[src/rtl/ilim_pkg.sv]
package ilim_pkg;
  typedef enum logic [2:0] {
    ST_IDLE  = 3'd0,
    ST_ON    = 3'd1,
    ST_OFF   = 3'd2,
    ST_BLANK = 3'd3,
    ST_FAULT = 3'd4
  } chop_state_e;
endpackage

[src/rtl/ilim_phase_timer.sv]
module ilim_phase_timer #(
  parameter int CW = 4
) (
  input  logic          clk,
  input  logic          rst_n,
  input  logic          load,
  input  logic [CW-1:0] load_val,
  output logic          expired
);
  logic [CW-1:0] cnt_q, cnt_d;
  logic          cnt_en;

  // load wins; otherwise count down and stop at zero
  always_comb begin
    cnt_en = load | (cnt_q != '0);
    if (load) cnt_d = load_val;
    else      cnt_d = cnt_q - 1'b1;
  end

  always_ff @(posedge clk or negedge rst_n) begin
    if (!rst_n)      cnt_q <= '0;
    else if (cnt_en) cnt_q <= cnt_d;
  end

  assign expired = (cnt_q == '0);
endmodule

[src/rtl/ilim_fsm.sv]
module ilim_fsm
  import ilim_pkg::*;
(
  input  logic        clk,
  input  logic        rst_n,
  input  logic        run_i,
  input  logic        lim_hit_i,
  input  logic        sc_hit_i,
  input  logic        expired,
  output chop_state_e state_q,
  output logic        load_off,
  output logic        load_blank,
  output logic        lim_event,
  output logic        fault_entry
);
  chop_state_e state_d;

  always_comb begin
    state_d    = state_q;
    load_off   = 1'b0;
    load_blank = 1'b0;
    if (!run_i) begin
      state_d = ST_IDLE;
    end else begin
      unique case (state_q)
        ST_IDLE:  state_d = ST_ON;
        ST_ON: begin
          if (sc_hit_i) state_d = ST_FAULT;
          else if (lim_hit_i) begin
            state_d  = ST_OFF;
            load_off = 1'b1;
          end
        end
        ST_OFF: begin
          if (sc_hit_i) state_d = ST_FAULT;
          else if (expired) begin
            state_d    = ST_BLANK;
            load_blank = 1'b1;
          end
        end
        ST_BLANK: begin
          if (sc_hit_i)     state_d = ST_FAULT;
          else if (expired) state_d = ST_ON;
        end
        ST_FAULT: state_d = ST_FAULT;
        default:  state_d = ST_IDLE;
      endcase
    end
  end

  assign lim_event   = load_off;
  assign fault_entry = (state_d == ST_FAULT) && (state_q != ST_FAULT);

  always_ff @(posedge clk or negedge rst_n) begin
    if (!rst_n) state_q <= ST_IDLE;
    else        state_q <= state_d;
  end
endmodule

[src/rtl/ilim_diag.sv]
module ilim_diag (
  input  logic clk,
  input  logic rst_n,
  input  logic lim_event,
  input  logic flag_clr,
  input  logic fault_entry,
  output logic flag_n,
  output logic fault_pulse
);
  logic flag_n_d, flag_en;

  always_comb begin
    flag_en  = lim_event | flag_clr;
    flag_n_d = ~lim_event;  // event wins over a coincident clear
  end

  always_ff @(posedge clk or negedge rst_n) begin
    if (!rst_n)       flag_n <= 1'b1;
    else if (flag_en) flag_n <= flag_n_d;
  end

  always_ff @(posedge clk or negedge rst_n) begin
    if (!rst_n) fault_pulse <= 1'b0;
    else        fault_pulse <= fault_entry;
  end
endmodule

[src/rtl/ilim_chopper.sv]
module ilim_chopper
  import ilim_pkg::*;
#(
  parameter int OFF_CYCLES   = 12,
  parameter int BLANK_CYCLES = 8
) (
  input  logic clk,
  input  logic rst_n,
  input  logic run_i,
  input  logic lim_hit_i,
  input  logic sc_hit_i,
  input  logic lim_flag_clr_i,
  output logic bridge_off_o,
  output logic limit_active_o,
  output logic sc_fault_o,
  output logic lim_flag_n_o
);
  localparam int MAXC = (OFF_CYCLES > BLANK_CYCLES) ? OFF_CYCLES : BLANK_CYCLES;
  localparam int CW   = $clog2(MAXC + 1);
  localparam logic [CW-1:0] OFF_LD   = CW'(OFF_CYCLES - 1);
  localparam logic [CW-1:0] BLANK_LD = CW'(BLANK_CYCLES - 1);

  chop_state_e   state_q;
  logic          load_off, load_blank, expired, lim_event, fault_entry;
  logic          tmr_load;
  logic [CW-1:0] tmr_val;

  ilim_fsm u_fsm (
    .clk         (clk),
    .rst_n       (rst_n),
    .run_i       (run_i),
    .lim_hit_i   (lim_hit_i),
    .sc_hit_i    (sc_hit_i),
    .expired     (expired),
    .state_q     (state_q),
    .load_off    (load_off),
    .load_blank  (load_blank),
    .lim_event   (lim_event),
    .fault_entry (fault_entry)
  );

  assign tmr_load = load_off | load_blank;
  assign tmr_val  = load_off ? OFF_LD : BLANK_LD;

  ilim_phase_timer #(.CW(CW)) u_tmr (
    .clk      (clk),
    .rst_n    (rst_n),
    .load     (tmr_load),
    .load_val (tmr_val),
    .expired  (expired)
  );

  ilim_diag u_diag (
    .clk         (clk),
    .rst_n       (rst_n),
    .lim_event   (lim_event),
    .flag_clr    (lim_flag_clr_i),
    .fault_entry (fault_entry),
    .flag_n      (lim_flag_n_o),
    .fault_pulse (sc_fault_o)
  );

  assign bridge_off_o   = (state_q == ST_IDLE) || (state_q == ST_OFF) || (state_q == ST_FAULT);
  assign limit_active_o = (state_q == ST_OFF) || (state_q == ST_BLANK);
endmodule

[config.mk]
export PLATFORM = sky130hd
export DESIGN_NAME = ilim_chopper
export DESIGN_NICKNAME = d
export VERILOG_FILES = /design/src/rtl/ilim_pkg.sv /design/src/rtl/ilim_phase_timer.sv /design/src/rtl/ilim_fsm.sv /design/src/rtl/ilim_diag.sv /design/src/rtl/ilim_chopper.sv
export SDC_FILE = /design/constraint.sdc
export NUM_CORES = 1
export LEC_CHECK = 0
export BUFFER_PORTS_ARGS = -buffer_cell sky130_fd_sc_hd__buf_2
export CORE_AREA = 2 2 39 41
export CTS_CLUSTER_SIZE = 28
export DETAILED_ROUTE_END_ITERATION = 12
export DIE_AREA = 0 0 41 43
export PLACE_DENSITY = 0.58
export SKIP_LAST_GASP = 1
export SYNTH_ARGS = -nofsm -noshare
export SYNTH_HDL_FRONTEND = slang
export SYNTH_HIERARCHICAL = 1
export SYNTH_SLANG_ARGS = --single-unit
[constraint.sdc]
create_clock -name clk -period 2.6 [get_ports clk]
set_input_delay 0.52 -clock clk [delete_from_list [all_inputs] [get_ports clk]]
set_output_delay 0.52 -clock clk [all_outputs]
set_load 0.02 [all_outputs]
* After elaboration in Yosys (flattened, before gate mapping) *
Cells that the tools add are included.

word-level totals
  output and inout bits = 4
  register bits = 9
  input port bits = 6
  word-level logic and storage cells = 40

cells by class
  bitwise logic cells = 4
  eq/ne operators = 6
  add/sub/neg operators = 1
  muxes and demuxes = 18
  reduce and logical (&&, ||, !) cells = 7

operator list
  kind                 number
  $mux 3               7
  $pmux 3 s5           1
  $mux 1               8
  $mux 4               2
  $eq 3x2->1 const B   2
  $eq 3x3->1 const B   2
  $logic_not 4->1      1
  $reduce_bool 4->1    1
  $sub 4x1->4 const B  1
  $eq 3x1->1 const B   1
  $logic_not 3->1      1
  $logic_or 1x1->1     3
  $ne 3x3->1 const B   1
  $or 1x1->1           3
  $logic_and 1x1->1    1
  $not 1->1            1

* Depth between registers and ports, before layout *
  word-level depth = 7
  depth in mapped cells = 9
  gate-level depth less buffers = 8

* By module *
The synthesis kept the hierarchy.

modules (own cells, without submodules)
  module            cells an instance  area each (µm²)  instances
  ilim_phase_timer  22                 234.0            1
  ilim_fsm          22                 191.4            1
  ilim_diag         3                  61.3             1
  ilim_chopper      5                  25.0             1

* Worst setup path after synthesis *
No wires, ideal clock.

  path kind = register -> register
  start point = register u_tmr.cnt_q[0]
  end point = register u_tmr.cnt_q[3]
  setup slack = 650 ps
  buffers on the path = 1
  arrival = 1824 ps
  data required time = 2474 ps
  clock period less this slack = 1950 ps
  cell stages (with the launch flop) = 10
  cell sequence = dfrtp_1 > inv_1 > ha_1 > nor3b_4 > nand2_1 > nor4_1 > or2_1 > clkbuf_1 > nor3_1 > a221o_1

between the ends
  cells in the longest elaborated chain, start to end = 7
  elaborated cells between the ends (all ways) = 10

RTL lines
  item                                         line                                            text
  start, declared                              ilim_phase_timer.sv:10                          logic [CW-1:0] cnt_q, cnt_d;
  start signal, assigned                       ilim_phase_timer.sv:22                          else if (cnt_en) cnt_q <= cnt_d;
  $logic_not 4->1 (*)                          ilim_phase_timer.sv:25                          assign expired = (cnt_q == '0);
  net expired                                  ilim_chopper.sv:24                              logic load_off, load_blank, expired, lim_event, fault_entry;
  $mux 1 (*)                                   ilim_fsm.sv:36                                  else if (expired) begin
  $mux 1 (*)                                   ilim_fsm.sv:35                                  if (sc_hit_i) state_d = ST_FAULT;
  $mux 1 (*)                                   ilim_fsm.sv:25                                  unique case (state_q)
  $mux 1 (*)                                   ilim_fsm.sv:22                                  if (!run_i) begin
  net load_blank                               ilim_chopper.sv:24
  $or 1x1->1 (*)                               ilim_chopper.sv:42                              assign tmr_load = load_off | load_blank;
  net tmr_load                                 ilim_chopper.sv:25                              logic tmr_load;
  $mux 4 / $or 1x1->1 (equally long branches)  ilim_phase_timer.sv:16, ilim_phase_timer.sv:15

Mark *: on every way through the listed nets, which the timed path passes. The rest lies on a longest branch.
A chain may end at the register's enable or synchronous reset.

* Final worst setup path *
Ends and elaborated chain as after synthesis.

==> impl_metrics.ini <==
[yosys]
yosys.cell_types.count = 27
dominant_combinational_cell_family_by_area_after_synthesis = simple AND/OR/NAND/NOR gates
mapped_avg_cell_area_um2 = 9.84
post_synth_and_or_nand_nor_area_fraction = 0.267
synthesis.instances = 52
syn_area_um2 = 512
complex_gate_fraction_of_the_synthesized_area = 0.137
yosys.area_share.xor_xnor = 0.0171
ys_seq_elements = 9
post_synth_fa_ha_maj_area_fraction = 0.0244
yosysWarnings = 6
synth.area.mux_share = 0.0611
ys_seq_area_frac = 0.443

[critical_path]
worst-r2r-cell-count = 8
r2r-start = u_tmr/cnt_q[0]
reg2reg_setup_slack_ns = 0.54
arrival_time_of_the_worst_setup_path_ns = 2.21
critPathMaxFanout = 8
setup.worst_path.start_class = register
setup.worst_path.class = register to register
rr_endpoint = u_tmr/cnt_q[3]
critPathCaptureType = register
cp.required_ns = 2.74
worstSetupStartpoint = u_tmr/cnt_q[0]

[global_route]
grt_antenna_before_repair = 0
wire_length_of_the_first_global_routing_pass_mm = 1.56
global_route.overflow_total = 0
aggregate_global_route_resource_usage = 0.135
maximum_number_of_pins_on_one_net_before_global_route_repair = 10
grt_pass1_vias = 388

[timing]
finalMaxSlewViolations = 0
fmaxAchievable_ghz = 0.485
whs_ns = 0.0989
timing.clock.skew_ns = 0.00101
final_period_minus_worst_setup_slack_ns = 2.06
final_min_period_over_clock_period = 0.793
setup_total_negative_slack_ns = 0
setup_viol_count_final = 0
finalHoldViolations = 0
rsz0062_at_grt = no

[finish]
final_cell_mix = buf_2 (9), dfrtp_1 (8), nand2_1 (6)
synthesis_to_finish_area_growth_pct = 16.4
fill_cells = 134
layout.cells.most_common = buf_2
final_design_area_no_fill_um2 = 596
final_cells = 80
share_of_final_layout_standard_cells_stronger_than_drive_strength_1 = 0.266
antenna-diode-count = 0
finish.net_count = 72

[cts]
clock_pin_slew_on_the_worst_setup_and_hold_paths_ns = 0.06
cts_tree = yes
clock_sink_count = 9
clockBufferDepth = 2
cts_made_buffers = 3
cts_repair_resize_count = 0
post_cts_hold_buffer_count = 0
worst_skew_pair.late_latency_ns = 0.26
buffer_type_at_the_clock_tree_root = clkbuf_4
total_number_of_h_tree_levels = 1
cts_setup_buffers = 0

[floorplan]
core_region_area_um2 = 1380
fp-row-count = 14
pin_count = 10
dieHeight_um = 43
initial_core_util = 0.370
die-area_um2 = 1760
die-width_um = 41

[place]
place_area_um2 = 569
numPlacedInstances = 76
routability_congestion_estimate = 0.723
placement.io_buffers = 9
detailedPlacementHpwl_um = 654

[routing]
route.detailed.wl_per_inst_um = 10.9
postRouteAntennaNets = 0
route.vias.total = 397
post-route-drc-count = 0
total_wirelength_of_the_detailed_routed_design_um = 870
dr.pass1.iters = 4
initialDrtViolationCount = 8
drt-vias-per-instance = 4.96

[run]
drv.max_cap_violation_count = 0

[pwr]
largest_voltage_drop_on_the_vdd_net_mv = 0.524
cellLeakagePower_nw = 0.267
p_per_area_nw_per_um2 = 865
totalPowerFinal_uw = 515

[status]
outcome = complete, no violations

[hold_path]
hold_path.class = primary input to async pin
## cells in the mapped netlist (all sizes together)
master	n	area [µm²]
o21ba	1	10.0
conb	1	3.75
o21a	1	7.51
nor3b	3	33.8
dfstp	1	26.3
dfrtp	8	200
inv	3	11.3
a211oi	1	12.5
o21ai	5	25.0
nand2	6	22.5
or2	1	6.26
nor4	1	6.26
mux2	1	11.3
nor3	3	15.0
nor2b	3	18.8
clkbuf	1	3.75
a221o	1	10.0
ha	1	12.5
mux2i	2	20.0
and3b	1	8.76
nand2b	1	13.8
a21oi	1	5.00
buf	1	7.51
nor2	3	11.3
xnor2	1	8.76
## registers in the layout, summed over array words and instances (netlist names)
register and flops:
u_diag/fault_pulse 1, u_tmr/cnt_q 4, u_fsm/state_q 3, u_diag/flag_n 1
## power by group
group          internal (mW)  leakage [nW]  total [mW]  switching [mW]
Combinational          0.102         0.139       0.194          0.0920
Clock                 0.0592        0.0150       0.108          0.0490
Sequential             0.178         0.113       0.213          0.0351
Total                  0.339         0.267       0.515           0.176
## area by class of cell
type                            instances  area [µm²]  share of cell area
Multi-Input combinational cell         39         267               0.447
Sequential cell                         9         226               0.380
Timing Repair Buffer                    9        45.0              0.0756
Clock buffer                            4        26.3              0.0441
Tap cell                               16        20.0              0.0336
Inverter                                3        11.3              0.0189
## layer usage
metal / vias to the layer above / GRT usage / part of all wire
met1: 186 / 0.185 / 0.48
li1: 200 / - / -
met2: 9 / 0.178 / 0.46
met4: 0 / 0.0800 / 0.015
met5: - / 0 / 0
met3: 2 / 0.0471 / 0.046
## worst max-delay path by stage
stage | to | slack (ns)
after CTS | u_tmr/cnt_q[3] | 0.57
after global placement | u_tmr/cnt_q[3] | 0.60
final | u_tmr/cnt_q[3] | 0.54
after global routing | u_tmr/cnt_q[3] | 0.38
after floorplan | u_tmr/cnt_q[3] | 0.65
after detailed placement | u_tmr/cnt_q[3] | 0.58
## critical path, stage by stage (launching register included)
cell	delay, ns
dfrtp_1	0.38
inv_1	0.09
ha_1	0.22
nor3b_4	0.33
nand2_1	0.09
nor4_1	0.17
or2_1	0.27
nor3_1	0.08
a221o_1	0.31
## cell families after synthesis
group	count (synthesis)
other	1
buffers and inverters	5
DFF	9
adders and majority gates	1
AOI/OAI and AO/OA	10
muxes	3
and+or+nand+nor	22
xor gates and xnor gates	1
## through the flow
step / worst slack, ns / utilization
after floorplan: 0.650 / -
after global placement: 0.601 / 0.411
after detailed placement: 0.582 / 0.411
after CTS: 0.569 / 0.430
after global routing: 0.378 / 0.430
final: 0.537 / 0.430
No activity file was read; power rests on OpenSTA's default activity.
